===== config.mk =====
export PLATFORM = sky130hd
export DESIGN_NAME = tap_port
export DESIGN_NICKNAME = d
export VERILOG_FILES = /design/src/rtl/tap_pkg.sv /design/src/rtl/tap_fsm.sv /design/src/rtl/tap_ir.sv /design/src/rtl/tap_dr.sv /design/src/rtl/tap_port.sv
export SDC_FILE = /design/constraint.sdc
export NUM_CORES = 1
export LEC_CHECK = 0
export ABC_AREA = 1
export BUFFER_PORTS_ARGS = -buffer_cell sky130_fd_sc_hd__buf_4
export CAP_MARGIN = 15
export CORE_ASPECT_RATIO = 0.5
export CORE_MARGIN = 2
export CORE_UTILIZATION = 30
export DETAILED_ROUTE_END_ITERATION = 10
export GPL_TIMING_DRIVEN = 0
export SLEW_MARGIN = 20
export SYNTH_ARGS = -nofsm -noshare
export SYNTH_HDL_FRONTEND = slang
export SYNTH_SLANG_ARGS = --single-unit

===== constraint.sdc =====
create_clock -name tck -period 1.55 [get_ports tck]
set_clock_uncertainty 0.05 [all_clocks]
set_input_delay 0.31 -clock tck [delete_from_list [all_inputs] [get_ports tck]]
set_output_delay 0.31 -clock tck [all_outputs]
set_load 0.05 [all_outputs]

===== src/rtl/tap_pkg.sv =====
package tap_pkg;

   typedef enum logic [3:0] {
      ST_RESET, ST_IDLE,
      ST_SEL_DR, ST_CAP_DR, ST_SH_DR, ST_EX1_DR, ST_PAU_DR, ST_EX2_DR, ST_UPD_DR,
      ST_SEL_IR, ST_CAP_IR, ST_SH_IR, ST_EX1_IR, ST_PAU_IR, ST_EX2_IR, ST_UPD_IR
   } tap_state_e;

   typedef enum logic [1:0] {
      SEL_BYPASS, SEL_IDENT, SEL_BOUNDARY, SEL_HOLD
   } dr_sel_e;

   function automatic tap_state_e tap_next(input tap_state_e s, input logic m);
      tap_state_e n;
      case (s)
         ST_RESET:  n = m ? ST_RESET  : ST_IDLE;
         ST_IDLE:   n = m ? ST_SEL_DR : ST_IDLE;
         ST_SEL_DR: n = m ? ST_SEL_IR : ST_CAP_DR;
         ST_CAP_DR: n = m ? ST_EX1_DR : ST_SH_DR;
         ST_SH_DR:  n = m ? ST_EX1_DR : ST_SH_DR;
         ST_EX1_DR: n = m ? ST_UPD_DR : ST_PAU_DR;
         ST_PAU_DR: n = m ? ST_EX2_DR : ST_PAU_DR;
         ST_EX2_DR: n = m ? ST_UPD_DR : ST_SH_DR;
         ST_UPD_DR: n = m ? ST_SEL_DR : ST_IDLE;
         ST_SEL_IR: n = m ? ST_RESET  : ST_CAP_IR;
         ST_CAP_IR: n = m ? ST_EX1_IR : ST_SH_IR;
         ST_SH_IR:  n = m ? ST_EX1_IR : ST_SH_IR;
         ST_EX1_IR: n = m ? ST_UPD_IR : ST_PAU_IR;
         ST_PAU_IR: n = m ? ST_EX2_IR : ST_PAU_IR;
         ST_EX2_IR: n = m ? ST_UPD_IR : ST_SH_IR;
         ST_UPD_IR: n = m ? ST_SEL_DR : ST_IDLE;
         default:   n = ST_RESET;
      endcase
      return n;
   endfunction

endpackage


===== src/rtl/tap_fsm.sv =====
module tap_fsm
   import tap_pkg::*;
(
   input  logic       tck,
   input  logic       trst_n,
   input  logic       tms,
   output tap_state_e state
);

   always_ff @(posedge tck or negedge trst_n) begin
      if (!trst_n) state <= ST_RESET;
      else         state <= tap_next(state, tms);
   end

endmodule


===== src/rtl/tap_ir.sv =====
module tap_ir
   import tap_pkg::*;
#(
   parameter int IR_W = 4
) (
   input  logic            tck,
   input  logic            trst_n,
   input  logic            tdi,
   input  tap_state_e      state,
   output logic [IR_W-1:0] ir_active,
   output logic            ir_lsb,
   output dr_sel_e         dr_sel,
   output logic            extest_mode,
   output logic            bscan_sel
);

   localparam logic [IR_W-1:0] OP_EXTEST = '0;
   localparam logic [IR_W-1:0] OP_IDENT  = IR_W'(1);
   localparam logic [IR_W-1:0] OP_SAMPLE = IR_W'(2);
   localparam logic [IR_W-1:0] OP_HOLD   = IR_W'(12);
   localparam logic [IR_W-1:0] OP_BYPASS = '1;
   localparam logic [IR_W-1:0] CAP_PAT   = IR_W'(1);

   logic [IR_W-1:0] ir_sh;

   always_ff @(posedge tck or negedge trst_n) begin
      if (!trst_n) begin
         ir_sh <= CAP_PAT;
      end else if (state == ST_CAP_IR) begin
         ir_sh <= CAP_PAT;
      end else if (state == ST_SH_IR) begin
         ir_sh <= {tdi, ir_sh[IR_W-1:1]};
      end
   end

   always_ff @(posedge tck or negedge trst_n) begin
      if (!trst_n)                 ir_active <= OP_IDENT;
      else if (state == ST_RESET)  ir_active <= OP_IDENT;
      else if (state == ST_UPD_IR) ir_active <= ir_sh;
   end

   assign ir_lsb = ir_sh[0];

   always_comb begin
      case (ir_active)
         OP_EXTEST: dr_sel = SEL_BOUNDARY;
         OP_SAMPLE: dr_sel = SEL_BOUNDARY;
         OP_IDENT:  dr_sel = SEL_IDENT;
         OP_HOLD:   dr_sel = SEL_HOLD;
         OP_BYPASS: dr_sel = SEL_BYPASS;
         default:   dr_sel = SEL_BYPASS;
      endcase
   end

   assign extest_mode = (ir_active == OP_EXTEST);
   assign bscan_sel   = (dr_sel == SEL_BOUNDARY);

endmodule


===== src/rtl/tap_dr.sv =====
module tap_dr
   import tap_pkg::*;
#(
   parameter int              ID_W     = 32,
   parameter logic [ID_W-1:0] ID_VALUE = '1
) (
   input  logic       tck,
   input  logic       trst_n,
   input  logic       tdi,
   input  tap_state_e state,
   input  dr_sel_e    dr_sel,
   input  logic       bscan_tdo,
   output logic       dr_out,
   output logic       core_rst
);

   logic            byp_q;
   logic [ID_W-1:0] id_sh;
   logic            hold_sh;

   always_ff @(posedge tck or negedge trst_n) begin
      if (!trst_n) begin
         byp_q   <= 1'b0;
         id_sh   <= ID_VALUE;
         hold_sh <= 1'b0;
      end else if (state == ST_CAP_DR) begin
         byp_q   <= 1'b0;
         id_sh   <= ID_VALUE;
         hold_sh <= core_rst;
      end else if (state == ST_SH_DR) begin
         case (dr_sel)
            SEL_BYPASS: byp_q   <= tdi;
            SEL_IDENT:  id_sh   <= {tdi, id_sh[ID_W-1:1]};
            SEL_HOLD:   hold_sh <= tdi;
            default:    ;
         endcase
      end
   end

   always_ff @(posedge tck or negedge trst_n) begin
      if (!trst_n)                                       core_rst <= 1'b0;
      else if (state == ST_RESET)                        core_rst <= 1'b0;
      else if (state == ST_UPD_DR && dr_sel == SEL_HOLD) core_rst <= hold_sh;
   end

   always_comb begin
      case (dr_sel)
         SEL_IDENT:    dr_out = id_sh[0];
         SEL_HOLD:     dr_out = hold_sh;
         SEL_BOUNDARY: dr_out = bscan_tdo;
         default:      dr_out = byp_q;
      endcase
   end

endmodule


===== src/rtl/tap_port.sv =====
module tap_port
   import tap_pkg::*;
#(
   parameter int                IR_W     = 4,
   parameter int                ID_W     = 32,
   parameter logic [ID_W-1:0]   ID_VALUE = 32'h1ABC_D03F,
   parameter bit                TDO_FALL = 1'b1
) (
   input  logic tck,
   input  logic trst_n,
   input  logic tms,
   input  logic tdi,
   output logic tdo,
   output logic tdo_oe,
   input  logic bscan_tdo,
   output logic bscan_sel,
   output logic bscan_capture,
   output logic bscan_shift,
   output logic bscan_update,
   output logic extest_mode,
   output logic core_rst
);

   generate
      if (IR_W < 4) begin : g_bad_ir_w
         initial $fatal(1, "tap_port: IR_W must be at least 4");
      end
      if (ID_W < 2) begin : g_bad_id_w
         initial $fatal(1, "tap_port: ID_W must be at least 2");
      end
      if (ID_VALUE[0] != 1'b1) begin : g_bad_id_lsb
         initial $fatal(1, "tap_port: ID_VALUE bit 0 must be 1");
      end
   endgenerate

   tap_state_e      cur_state;
   logic [IR_W-1:0] ir_active;
   logic            ir_lsb;
   dr_sel_e         dr_sel;
   logic            dr_out;
   logic            shifting;
   logic            tdo_next;

   tap_fsm u_fsm (
      .tck    (tck),
      .trst_n (trst_n),
      .tms    (tms),
      .state  (cur_state)
   );

   tap_ir #(.IR_W(IR_W)) u_ir (
      .tck         (tck),
      .trst_n      (trst_n),
      .tdi         (tdi),
      .state       (cur_state),
      .ir_active   (ir_active),
      .ir_lsb      (ir_lsb),
      .dr_sel      (dr_sel),
      .extest_mode (extest_mode),
      .bscan_sel   (bscan_sel)
   );

   tap_dr #(.ID_W(ID_W), .ID_VALUE(ID_VALUE)) u_dr (
      .tck       (tck),
      .trst_n    (trst_n),
      .tdi       (tdi),
      .state     (cur_state),
      .dr_sel    (dr_sel),
      .bscan_tdo (bscan_tdo),
      .dr_out    (dr_out),
      .core_rst  (core_rst)
   );

   assign bscan_capture = bscan_sel && (cur_state == ST_CAP_DR);
   assign bscan_shift   = bscan_sel && (cur_state == ST_SH_DR);
   assign bscan_update  = bscan_sel && (cur_state == ST_UPD_DR);

   assign shifting = (cur_state == ST_SH_IR) || (cur_state == ST_SH_DR);
   assign tdo_next = !shifting ? 1'b0 : (cur_state == ST_SH_IR) ? ir_lsb : dr_out;

   generate
      if (TDO_FALL) begin : g_tdo_fall
         always_ff @(negedge tck or negedge trst_n) begin
            if (!trst_n) begin
               tdo    <= 1'b0;
               tdo_oe <= 1'b0;
            end else begin
               tdo    <= tdo_next;
               tdo_oe <= shifting;
            end
         end
      end else begin : g_tdo_comb
         assign tdo    = tdo_next;
         assign tdo_oe = shifting;
      end
   endgenerate

endmodule


* After elaboration in Yosys (flattened, before gate mapping)
Index checks and enable logic that the tools add are counted.
** Cells by class
- Eq/ne operators :: 21
- Mux-type cells :: 32
- Reduce and logical (&&, ||, !) cells :: 22
** Operators with widths (number)
- two-way mux 32 bit :: 3
- case mux 4 bit (12 select lines) :: 1
- == test 4 bit (second input constant) :: 9
- two-way mux 4 bit :: 8
- == test 4 x 3 -> 1 bit (second input constant) :: 4
- nonzero test 2 bit :: 7
- two-way mux 1 bit :: 13
- == test 4 x 2 -> 1 bit (second input constant) :: 3
- == test 4 x 1 -> 1 bit (second input constant) :: 2
- logical NOT 4 bit :: 2
- two-way mux 2 bit :: 3
- two-way mux 3 bit :: 2
- case mux 2 bit (3 select lines) :: 1
- AND reduction 2 bit :: 3
- OR reduction 2 bit :: 3
- == test 2 bit (second input constant) :: 2
- logical AND 1 bit :: 4
- case mux 1 bit (3 select lines) :: 1
- OR reduction 3 bit :: 1
- == test 2 x 1 -> 1 bit (second input constant) :: 1
- logical NOT 2 bit :: 1
- logical OR 1 bit :: 1
** Word-level totals
- Bits in registers :: 49
- Bits of input ports :: 5
- Output and inout port bits :: 8
- Logic and storage cells :: 84

* Longest topological paths before layout
Gate-level depths: netlist (run 1).
- Depth in word-level cells :: 7
- Mapped depth :: 9
- Depth with buffers taken out :: 9

* Cells and area by module
A second synthesis (run 1) with hierarchy kept.
** Unflattened totals
- Cells, all modules :: 348
- Area total of the unflattened synthesis :: 2572.5 µm²
** By module, submodules not included
- tap_dr :: times used 1, cells an instance 219, area each 1691.6 µm², seq. area each 897.1 µm²
- tap_ir :: times used 1, cells an instance 53, area each 414.1 µm², seq. area each 202.7 µm²
- tap_fsm :: times used 1, cells an instance 55, area each 335.3 µm², seq. area each 100.1 µm²
- tap_port :: times used 1, cells an instance 21, area each 131.4 µm², seq. area each 50.0 µm²

==> results of run 1 <==
==> worst max-delay path by stage <==
stage          depth (start not counted)   to  slack, ns
2_1_floorplan                          9  tdo      -0.38
3_3_place_gp                           9  tdo      -0.57
3_5_place_dp                           9  tdo      -0.53
4_1_cts                                1  tdo      -0.47
5_1_grt                                6  tdo      -0.50
6_report                               1  tdo      -0.46
==> what timing repair did <==
action | in CTS | in global routing
hold buffers | 0 | 0
setup buffers | 11 | 18
cloned | 0 | 3
endpoints found under the setup margin | 22 | 41
resized for setup | 18 | 76
pin swaps | 2 | 19
==> per-stage QoR <==
stage / total power [mW] / instance area, sq um / hold slack, ns
2_1_floorplan: 3.80 / 2300 / -0.0356
6_report: 6.86 / 3230 / -0.00962
3_3_place_gp: 4.24 / 2510 / 0.314
4_1_cts: 5.79 / 2810 / 0.0123
5_1_grt: 7.33 / 3230 / 0.0421
3_5_place_dp: 4.28 / 2510 / 0.325
==> cell families after synthesis <==
logic type / synth area share
AOI/OAI and AO/OA: 0.0920
buffers and inverters: 0.0670
DFF: 0.553
and+or+nand+nor: 0.288
==> state kept, by name, summed over array words and instances (netlist names) <==
name            cells
tdo                 1
tdo_oe              1
u_dr.byp_q          1
u_dr.core_rst       1
u_dr.hold_sh        1
u_dr.id_sh         32
u_fsm.state         4
u_ir.ir_active      4
u_ir.ir_sh          4
==> cell usage after synthesis, types with 2 or more instances <==
cell type   n  share of area
nor2_1     60           0.10
nand2_1    57          0.095
dfrtp_1    28           0.31
inv_1      25          0.042
dfstp_2    19           0.22
nand3_1    15          0.033
o21ai_0    14          0.031
o21ai_1     5          0.011
inv_2       4         0.0066
nand2_2     4          0.011
o22ai_1     4          0.011
a21oi_1     3         0.0066
a21oi_2     3          0.012
nand2_4     3          0.015
nor2_2      3         0.0083
nor2_4      3          0.015
buf_4       2         0.0066
buf_6       2          0.010
dfrtn_1     2          0.022
o211ai_1    2         0.0066
==> layout make-up <==
| cell class | count | area, sq um | share of cell area |
|---|---|---|---|
| buffer | 5 | 61.3 | 0.0190 |
| timing repair buffer | 43 | 433 | 0.134 |
| clock buffer | 8 | 168 | 0.0520 |
| inverter | 29 | 120 | 0.0372 |
| tap | 96 | 120 | 0.0372 |
| multi-input combinational | 182 | 1070 | 0.331 |
| sequential | 49 | 1250 | 0.389 |
==> worst reg2reg max path: stages, from the launching register on <==
cell,delay [ns]
dfrtp_2,0.46
inv_2,0.08
nand2_2,0.07
inv_2,0.09
nand2_4,0.06
o21ai_1,0.12
inv_1,0.06
nand2_1,0.06
inv_1,0.04
==> per-layer routing <==
layer | part of all wire | vias up | global-route usage
li1 | - | 934 | -
met1 | 0.45 | 934 | 0.159
met2 | 0.49 | 41 | 0.234
met3 | 0.040 | 8 | 0.0318
met4 | 0.018 | 0 | 0.0632
met5 | 0 | - | 0
==> power by group through the flow <==
| stage | combinational, mW | sequential [mW] | clock (mW) |
|---|---|---|---|
| finish | 3.37 | 2.27 | 1.21 |
| global route | 3.71 | 2.33 | 1.29 |
| CTS | 2.35 | 2.20 | 1.24 |
| detailed placement | 2.06 | 2.22 | 0 |
| global placement | 2.04 | 2.20 | 0 |
| floorplan | 1.56 | 2.23 | 0 |
==> impl_results.md, run 1 <==
- Status: finished, violations left
- Failing checks: hold timing, setup timing
- Worst R2R Start: u_fsm.state[2]
- WP data arrival: 1.65 ns
- Peak VDD IR: slightly below 0.6 mV
- Slew @ Worst Pin: 0.619 ns
- Final Net Count: 320
- Non-Filler Instances: 412
- CTS root buf: clkbuf_16
- Vias per cell: ~4.7
- GRT Total Usage: 0.134
- Reg2reg end: tdo
- CP max stage cell: dfrtn_1
- # clock sinks: slightly below 50
- Critical Path Source: tdo
- Diodes inserted: 0
- Clock transition at path regs: ~0.060 ns
- Core Util, Final: 0.441
- Int Power: 4.20 mW
- Gpl congestion: roughly 0.87
- Worst hold path type: in2async
- P&R area growth vs syn: 42.8%
- Final WL: 5340 microns
- Switch Pwr: roughly 2.7 mW
- Post-Place Setup Slack: -0.526 ns
- Clock network power share: 0.176
- Final antenna-violating net count: 0
- DRC viols: 0
- 1st-iter DRT viols: between 100 and 150
- Die Span X: roughly 130 microns
- Fin. Hold Viols: 19
- Seq pwr share: 0.331
- Die area: 0.00828 sq mm
- Final hold slack: -0.00962 ns
- Slew headroom: 0.588
- Setup crit start kind: flip-flop
- Switching Share: 0.387
- Most common cell after layout, fill and taps aside: nand2_1
- Fraction of registers with async set/reset: 1.00
- Initial Util: 0.308
- TritonCTS Buffers: 5
- Row cnt: 22
- Ys flop type: dfrtp_1
- Total negative slack: -3.01 ns
- Vias in the first global route: 1888
- Reg2reg setup slack: -0.43 ns
- Combinational power share: 0.492
- Crit path buf inv count: 1
- Gate Count Post-Synth: 265
- Skew-Pair Late Insertion Delay: slightly below 0.3 ns
- Commonest non-fill, non-tap cells in the layout: nand2_1, nor2_1, buf_4, dfrtp_1, nor2_4
- Die height: ~65 microns
- Syn_area_per_cell: around 8.5 sq um
- Final worst setup slack: -0.463 ns
- Unique masters post-synth: 27
- CP max FO: 1
- Unrepaired setup endpoints after global routing: yes
- IO Count: 13
- Mapped Nets: between 200 and 300
- Slowest stage delay, CP: slightly above 0.4 ns
- Global route overflow: 0
- TritonRoute pass-1 iters: 4
- Port buffer count: 12
- Leakage: 1.52 nW
- Seq/Total Area, Yosys: 0.553
- Antenna violations before repair: 0
- Warnings from Yosys: 0
- Detailed placement HPWL: roughly 3200 microns
- #FFs+latches synth: 49
- Core ar.: 0.00732 sq mm
- Placed cells: between 300 and 400
- Final Slew Violations: 0
- CP required: 1.19 ns
- Vias: between 1500 and 2000
- CTS max path bufs: 2
- Global-route wire length before repair: between 8000 and 9000 microns
- Worst R2R Path Depth: 8
- CTS tree: yes
- Setup violators final: 21
- Avg WL per Cell: about 13 microns
- Setup CP Type: reg2out
- Largest net degree at the start of global routing: 50
- Mapped cell area: 0.00226 sq mm
- EDFF count, synth: 0
- Delay-heaviest family, CP: flip-flops
- FILL cells: between 600 and 700
- CTS H-tree lvls: 2
- Crit end category: primary output
- MaxCap Viol Count: 0
- Share of cells above drive strength 1: 0.456
- Crit-path cells: buf_6
- Pwr dens: 2130 mW/mm^2
No activity file was read; power rests on OpenSTA's default activity.
==> inputs of run 2 (changes only) <==
--- a/config.mk
+++ b/config.mk
@@ -6,7 +6,7 @@
 export NUM_CORES = 1
 export LEC_CHECK = 0
 export ABC_AREA = 1
-export BUFFER_PORTS_ARGS = -buffer_cell sky130_fd_sc_hd__buf_4
+export BUFFER_PORTS_ARGS = -buffer_cell sky130_fd_sc_hd__buf_2
 export CAP_MARGIN = 15
 export CORE_ASPECT_RATIO = 0.5
 export CORE_MARGIN = 2
==> run 2 against run 1 <==
The flow still finishes with violations (hold timing, setup timing). Combinational power down 17%. First-iteration DRC count down 8.9%. Final cell count down 1.5%. Die area unchanged.
==> impl_results.md, run 2 (synthesized netlist as in run 1, its figures left out) <==
- Pwr dens: 2050 mW/mm^2 (-3.5%)
- Seq pwr share: 0.360 (+0.029)
- Most common cell after layout, fill and taps aside: nor2_1
- Slew headroom: 0.595 (+0.00744)
- WP data arrival: 1.36 ns (-0.29 ns)
- Switching Share: 0.392 (+0.00537)
- Fin. Hold Viols: 20 (+1)
- Crit-path cells: nor2_1 > nand2_1 > nand3_1 > nand3_1 > nand2_1 > inv_1
- Final WL: 4920 microns (-8.0%)
- FILL cells: 718 (+8.0%)
- Int Power: 3.69 mW (-12%)
- Final Net Count: 314 (-1.9%)
- Crit end category: flip-flop
- Combinational power share: 0.461 (-0.031)
- Port buffer count: 12 (unchanged)
- Placement-stage cell area: 0.00248 sq mm (-1.2%)
- Clock network power share: 0.179 (+0.003)
- Delay-heaviest family, CP: simple AND/OR/NAND/NOR gates
- Switch Pwr: 2.39 mW (-10%)
- Share of cells above drive strength 1: 0.355 (-0.101)
- Worst R2R Path Depth: 6 (-2)
- CP required: 0.88 ns (-0.31 ns)
- CP max stage cell: dfrtp_2
- Setup CP Type: reg2reg
- Failing checks: hold timing, setup timing
- MaxCap Viol Count: 0 (unchanged)
- CTS H-tree lvls: 2 (unchanged)
- Final hold slack: -0.0157 ns (-0.00611 ns)
- Global-route wire length before repair: 8380 microns (-2.8%)
- Leakage: 1.45 nW (-4.6%)
- Die height: 65.4 microns (unchanged)
- DRC viols: 0 (unchanged)
- Reg2reg setup slack: -0.47 ns (-0.04 ns)
- GR Util met1: 0.158 (-0.000757)
- Multi-input logic area: 951 sq um (-11%)
- Register area: 0.00125 sq mm (-0.20%)
- Row cnt: 22 (unchanged)
- Avg WL per Cell: 12.1 microns (-6.6%)
- Final Slew Violations: 0 (unchanged)
- Crit path buf inv count: 1 (unchanged)
- CTS max path bufs: 2 (unchanged)
- TritonCTS Buffers: 5 (unchanged)
- 1st-iter DRT viols: 102 (-8.9%)
- Vias in the first global route: 1806 (-4.3%)
- Gr busiest metal: met2
- Final antenna-violating net count: 0 (unchanged)
- Gpl congestion: 0.856 (-1.6%)
- Largest register by flop count: u_dr.id_sh
- Status: finished, violations left
- Worst hold path type: in2async
- P&R area growth vs syn: 31.2%
- # clock sinks: 49 (unchanged)
- GRT Total Usage: 0.128 (-0.00531)
- Slowest stage delay, CP: 0.47 ns (+0.06 ns)
- CTS root buf: clkbuf_16
- Design Power: 6.08 mW (-11%)
- Unrepaired setup endpoints after global routing: yes
- Setup crit start kind: flip-flop
- Design area: 0.00296 sq mm (-8.1%)
- Worst R2R Start: u_ir.ir_active[1]
- # hold bufs at CTS: 0 (unchanged)
- Met2 Track Usage GR: 0.226 (-0.00811)
- Skew-Pair Late Insertion Delay: 0.29 ns (about the same)
- Global route overflow: 0 (unchanged)
- TritonRoute pass-1 iters: 4 (unchanged)
- Detailed placement HPWL: 3220 microns (+1.5%)
- Diodes inserted: 0 (unchanged)
- GR Util met3: 0.0342 (+0.00244)
- Final worst setup slack: -0.472 ns (-0.00956 ns)
- CTS tree: yes
- Commonest non-fill, non-tap cells in the layout: nor2_1, nand2_1, dfrtp_1, buf_4, inv_1
- Setup violators final: 22 (+4.8%)
- Slew @ Worst Pin: 0.607 ns (-0.0112 ns)
- IO Count: 13 (unchanged)
- Total negative slack: -3.35 ns (-0.345 ns)
- Antenna violations before repair: 0 (unchanged)
- Die Span X: 127 microns (unchanged)
- CP max FO: 5 (+4)
- Vias: 1857 (-3.1%)
- Die area: 0.00828 sq mm (unchanged)
- Max FFs per register: 32 (unchanged)
- Peak VDD IR: 0.652 mV (+12%)
- Initial Util: 0.308 (unchanged)
- Reg2reg end: tdo
- Vias per cell: 4.57 (-1.7%)
- Core ar.: 0.00732 sq mm (unchanged)
- Largest net degree at the start of global routing: 50 (unchanged)
- Clock transition at path regs: 0.07 ns (about the same)
[run 2: cell types whose count changed in the layout (fill, tap and decap cells not counted), moves of 3 or more]
cell,before,now
buf_2,0,5
buf_4,27,21
clkbuf_16,8,5
nand2_1,48,51
nand2_2,9,6
nor2_1,33,54
nor2_2,13,2
nor2_4,20,10
o21ai_0,9,12
[run 2: power by group through the flow]
stage          clock network (mW)  logic (mW)  registers, mW
3_3_place_gp                    0        2.01           2.20
4_1_cts                      1.11        2.52           2.19
2_1_floorplan                   0        1.56           2.23
6_report                     1.09        2.80           2.19
3_5_place_dp                    0        2.05           2.22
5_1_grt                      1.16        3.10           2.26
[run 2: how the worst max path moves through the flow]
stage | startpoint | to | slack [ns] | cells past startpoint
after floorplan | u_fsm.state[2] | tdo | -0.38 | 9
after global placement | u_fsm.state[2] | tdo | -0.56 | 9
after detailed placement | u_fsm.state[2] | tdo | -0.54 | 9
after CTS | tdo | tdo | -0.47 | 1
after global routing | u_ir.ir_active[1] | tdo | -0.56 | 6
final | u_ir.ir_active[1] | tdo | -0.47 | 6
[run 2: area by class of cell]
type / instances / share of cell area
sequential: 49 / 0.423
multi-input combinational: 182 / 0.321
timing repair buffer: 37 / 0.112
clock buffer: 5 / 0.0422
tap: 96 / 0.0405
inverter: 29 / 0.0393
buffer: 5 / 0.0156
clock inverter: 3 / 0.00718
[run 2: timing repair]
| action | 4_1_cts | 5_1_grt |
|---|---|---|
| endpoints found under the setup margin | 18 | 43 |
| gates resized for setup | 35 | 17 |
| pin swaps | 6 | 7 |
| buffers inserted | 15 | 11 |
| gates cloned | 0 | 0 |
[run 2: through the flow]
stage,hold WS [ns],cells,setup WS (ns),utilization
4_1_cts,0.00901,396,-0.467,0.389
3_5_place_dp,0.409,373,-0.540,0.338
6_report,-0.0157,406,-0.472,0.405
5_1_grt,0.0370,406,-0.558,0.405
2_1_floorplan,-0.0356,265,-0.384,-
3_3_place_gp,0.403,373,-0.557,0.338
[run 2: per-layer routing]
layer  vias to the layer above  share of wire  wire length [microns]
li1                        914              -                      -
met1                       908           0.46                   2270
met2                        31           0.50                   2440
met3                         4          0.032                    158
met4                         0         0.0092                     45
met5                         -              0                      0
==> inputs of run 3 (changes only) <==
--- a/config.mk
+++ b/config.mk
@@ -11,8 +11,10 @@
 export CORE_ASPECT_RATIO = 0.5
 export CORE_MARGIN = 2
 export CORE_UTILIZATION = 30
+export CTS_CLUSTER_SIZE = 8
 export DETAILED_ROUTE_END_ITERATION = 10
 export GPL_TIMING_DRIVEN = 0
+export MAX_ROUTING_LAYER = met4
 export SLEW_MARGIN = 20
 export SYNTH_ARGS = -nofsm -noshare
 export SYNTH_HDL_FRONTEND = slang
==> constraint.sdc (replaced) <==
create_clock -name tck -period 1.55 [get_ports tck]
set_clock_uncertainty 0.05 [all_clocks]
set_input_delay 0.3875 -clock tck [delete_from_list [all_inputs] [get_ports tck]]
set_output_delay 0.3875 -clock tck [all_outputs]
set_load 0.05 [all_outputs]
==> run 3 against run 2 <==
The run ends with setup timing left. Die area unchanged. Register-to-register slack is essentially flat. Worst hold slack better by 0.076 ns. Sequential cell count unchanged. Non-clock buffer count up 17. Total power is 11% higher. Final cell count is 4.2% higher. Setup slack worse by 0.050 ns. Critical path depth fell by 5. Critical path type is now reg2out.
==> impl_results.md, run 3 (synthesized netlist as in run 1, its figures left out) <==
- TritonCTS Buffers: 5 (unchanged)
- Peak VDD IR: 0.732 mV (+12%)
- Detailed placement HPWL: 3190 microns (-1.0%)
- Post-Place Setup Slack: -0.551 ns (-0.0118 ns)
- Unrepaired setup endpoints after global routing: yes
- Vias in the first global route: 1925 (+6.6%)
- Crit end category: primary output
- Delay-heaviest family, CP: flip-flops
- Core ar.: 0.00732 sq mm (unchanged)
- Largest net degree at the start of global routing: 50 (unchanged)
- Gpl congestion: 0.898 (+5.0%)
- Total negative slack: -12.73 ns (-9.37 ns)
- MaxCap Viol Count: 0 (unchanged)
- Antenna violations before repair: 0 (unchanged)
- Slew headroom: 0.588 (-0.00710)
- GRT Total Usage: 0.144 (+0.0157)
- Worst hold path type: in2async
- CP max FO: 1 (-4)
- Slowest stage delay, CP: 0.40 ns (-0.07 ns)
- Row cnt: 22 (unchanged)
- Setup violators final: 41 (+86%)
- Leakage: 1.55 nW (+7.1%)
- Max FFs per register: 32 (unchanged)
- Die area: 0.00828 sq mm (unchanged)
- CP max stage cell: dfrtn_1
- CTS root buf: clkbuf_16
- Port buffer count: 12 (unchanged)
- Share of cells above drive strength 1: 0.431 (+0.0764)
- WP data arrival: 1.63 ns (+0.27 ns)
- Global-route wire length before repair: 8960 microns (+6.9%)
- Crit path buf inv count: 1 (unchanged)
- IO Count: 13 (unchanged)
- DRC viols: 0 (unchanged)
- Non-Filler Instances: 423 (+4.2%)
- Setup crit start kind: flip-flop
- Placement-stage cell area: 0.00248 sq mm (unchanged)
- Largest register by flop count: u_dr.id_sh
- CTS tree: yes
- Final Slew Violations: 0 (unchanged)
- CTS max path bufs: 2 (unchanged)
- CTS H-tree lvls: 2 (unchanged)
- Core Util, Final: 0.440 (+0.0349)
- # clock sinks: 49 (unchanged)
- Die height: 65.4 microns (unchanged)
- Skew-Pair Late Insertion Delay: 0.29 ns (about the same)
- CP required: 1.11 ns (+0.23 ns)
- Failing checks: setup timing
- Crit-path cells: buf_6
- Diodes inserted: 0 (unchanged)
- Die Span X: 127 microns (unchanged)
- Vias per cell: 4.61 (+0.68%)
- P&R area growth vs syn: 42.5%
- Final Net Count: 331 (+5.4%)
- Setup CP Type: reg2out
- Design Power: 6.75 mW (+11%)
- Final WL: 5450 microns (+11%)
- Status: finished, violations left
- Final hold slack: 0.0606 ns (+0.0763 ns)
- Avg WL per Cell: 12.9 microns (+6.4%)
- Fin. Hold Viols: 0 (-100%)
- TritonRoute pass-1 iters: 4 (unchanged)
- Final worst setup slack: -0.522 ns (-0.0497 ns)
- Vias: 1948 (+4.9%)
- Pwr dens: 2100 mW/mm^2 (+2.2%)
- Clock transition at path regs: 0.06 ns (about the same)
- Commonest non-fill, non-tap cells in the layout: nor2_1, nand2_1, buf_4, buf_6, dfrtp_1
- Global route overflow: 0 (unchanged)
- Most common cell after layout, fill and taps aside: nor2_1
- 1st-iter DRT viols: 136 (+33%)
- Initial Util: 0.308 (unchanged)
- FILL cells: 667 (-7.1%)
- Final antenna-violating net count: 0 (unchanged)
- Slew @ Worst Pin: 0.618 ns (+0.0107 ns)
- Placed cells: 373 (unchanged)
- Design area: 0.00322 sq mm (+8.6%)
[run 3: cell count changes in the layout (fill, tap and decap cells not counted), moves of 2 or more]
cell	change
nand2_1	-7
clkbuf_16	+2
nor2_4	+2
nor2_1	-4
o21ai_0	-3
buf_4	+6
dfrtp_1	-3
nor2_2	+2
buf_6	+11
dfrtp_2	+3
nand2_2	+6
o21ai_1	+3
[run 3: layout make-up]
class / count / area [sq um] / area share
tap: 96 / 120 / 0.0373
timing repair buffer: 54 / 500 / 0.155
buffer: 5 / 56.3 / 0.0175
multi-input combinational: 182 / 998 / 0.310
sequential: 49 / 1260 / 0.390
clock buffer: 8 / 168 / 0.0521
inverter: 29 / 120 / 0.0373
[run 3: metal layers]
layer / global-route usage / share of wire / vias up
met1: 0.166 / 0.44 / 923
met5: - / 0 / -
met3: 0.0456 / 0.044 / 15
li1: - / - / 955
met4: 0.0618 / 0.037 / 0
met2: 0.238 / 0.48 / 55
[run 3: path summary, 6_finish.rpt]
| path | startpoint | to | slack, ns | cells past startpoint |
|---|---|---|---|---|
| max in group asynchronous | trst_n | tdo_oe | 0.30 | 1 |
| min reg2reg | u_dr.id_sh[13] | u_dr.id_sh[13] | 0.43 | 2 |
| max reg2reg | u_ir.ir_active[0] | tdo | -0.48 | 7 |
| max | tdo_oe | tdo_oe | -0.52 | 1 |
| min | trst_n | u_dr.id_sh[16] | 0.06 | 1 |
| min in group tck | tms | u_fsm.state[2] | 0.36 | 3 |
[run 3: report_power, final]
| group | internal (mW) | leakage (nW) | switching [mW] |
|---|---|---|---|
| sequential | 1.92 | 0.594 | 0.331 |
| clock | 0.741 | 0.0823 | 0.454 |
| combinational | 1.51 | 0.879 | 1.79 |
[run 3: what timing repair did]
action	CTS	global route
pin swaps	8	11
hold buffers	0	0
resized for setup	41	43
buffers inserted	25	19
endpoints found under the setup margin	24	48
gates cloned	1	2
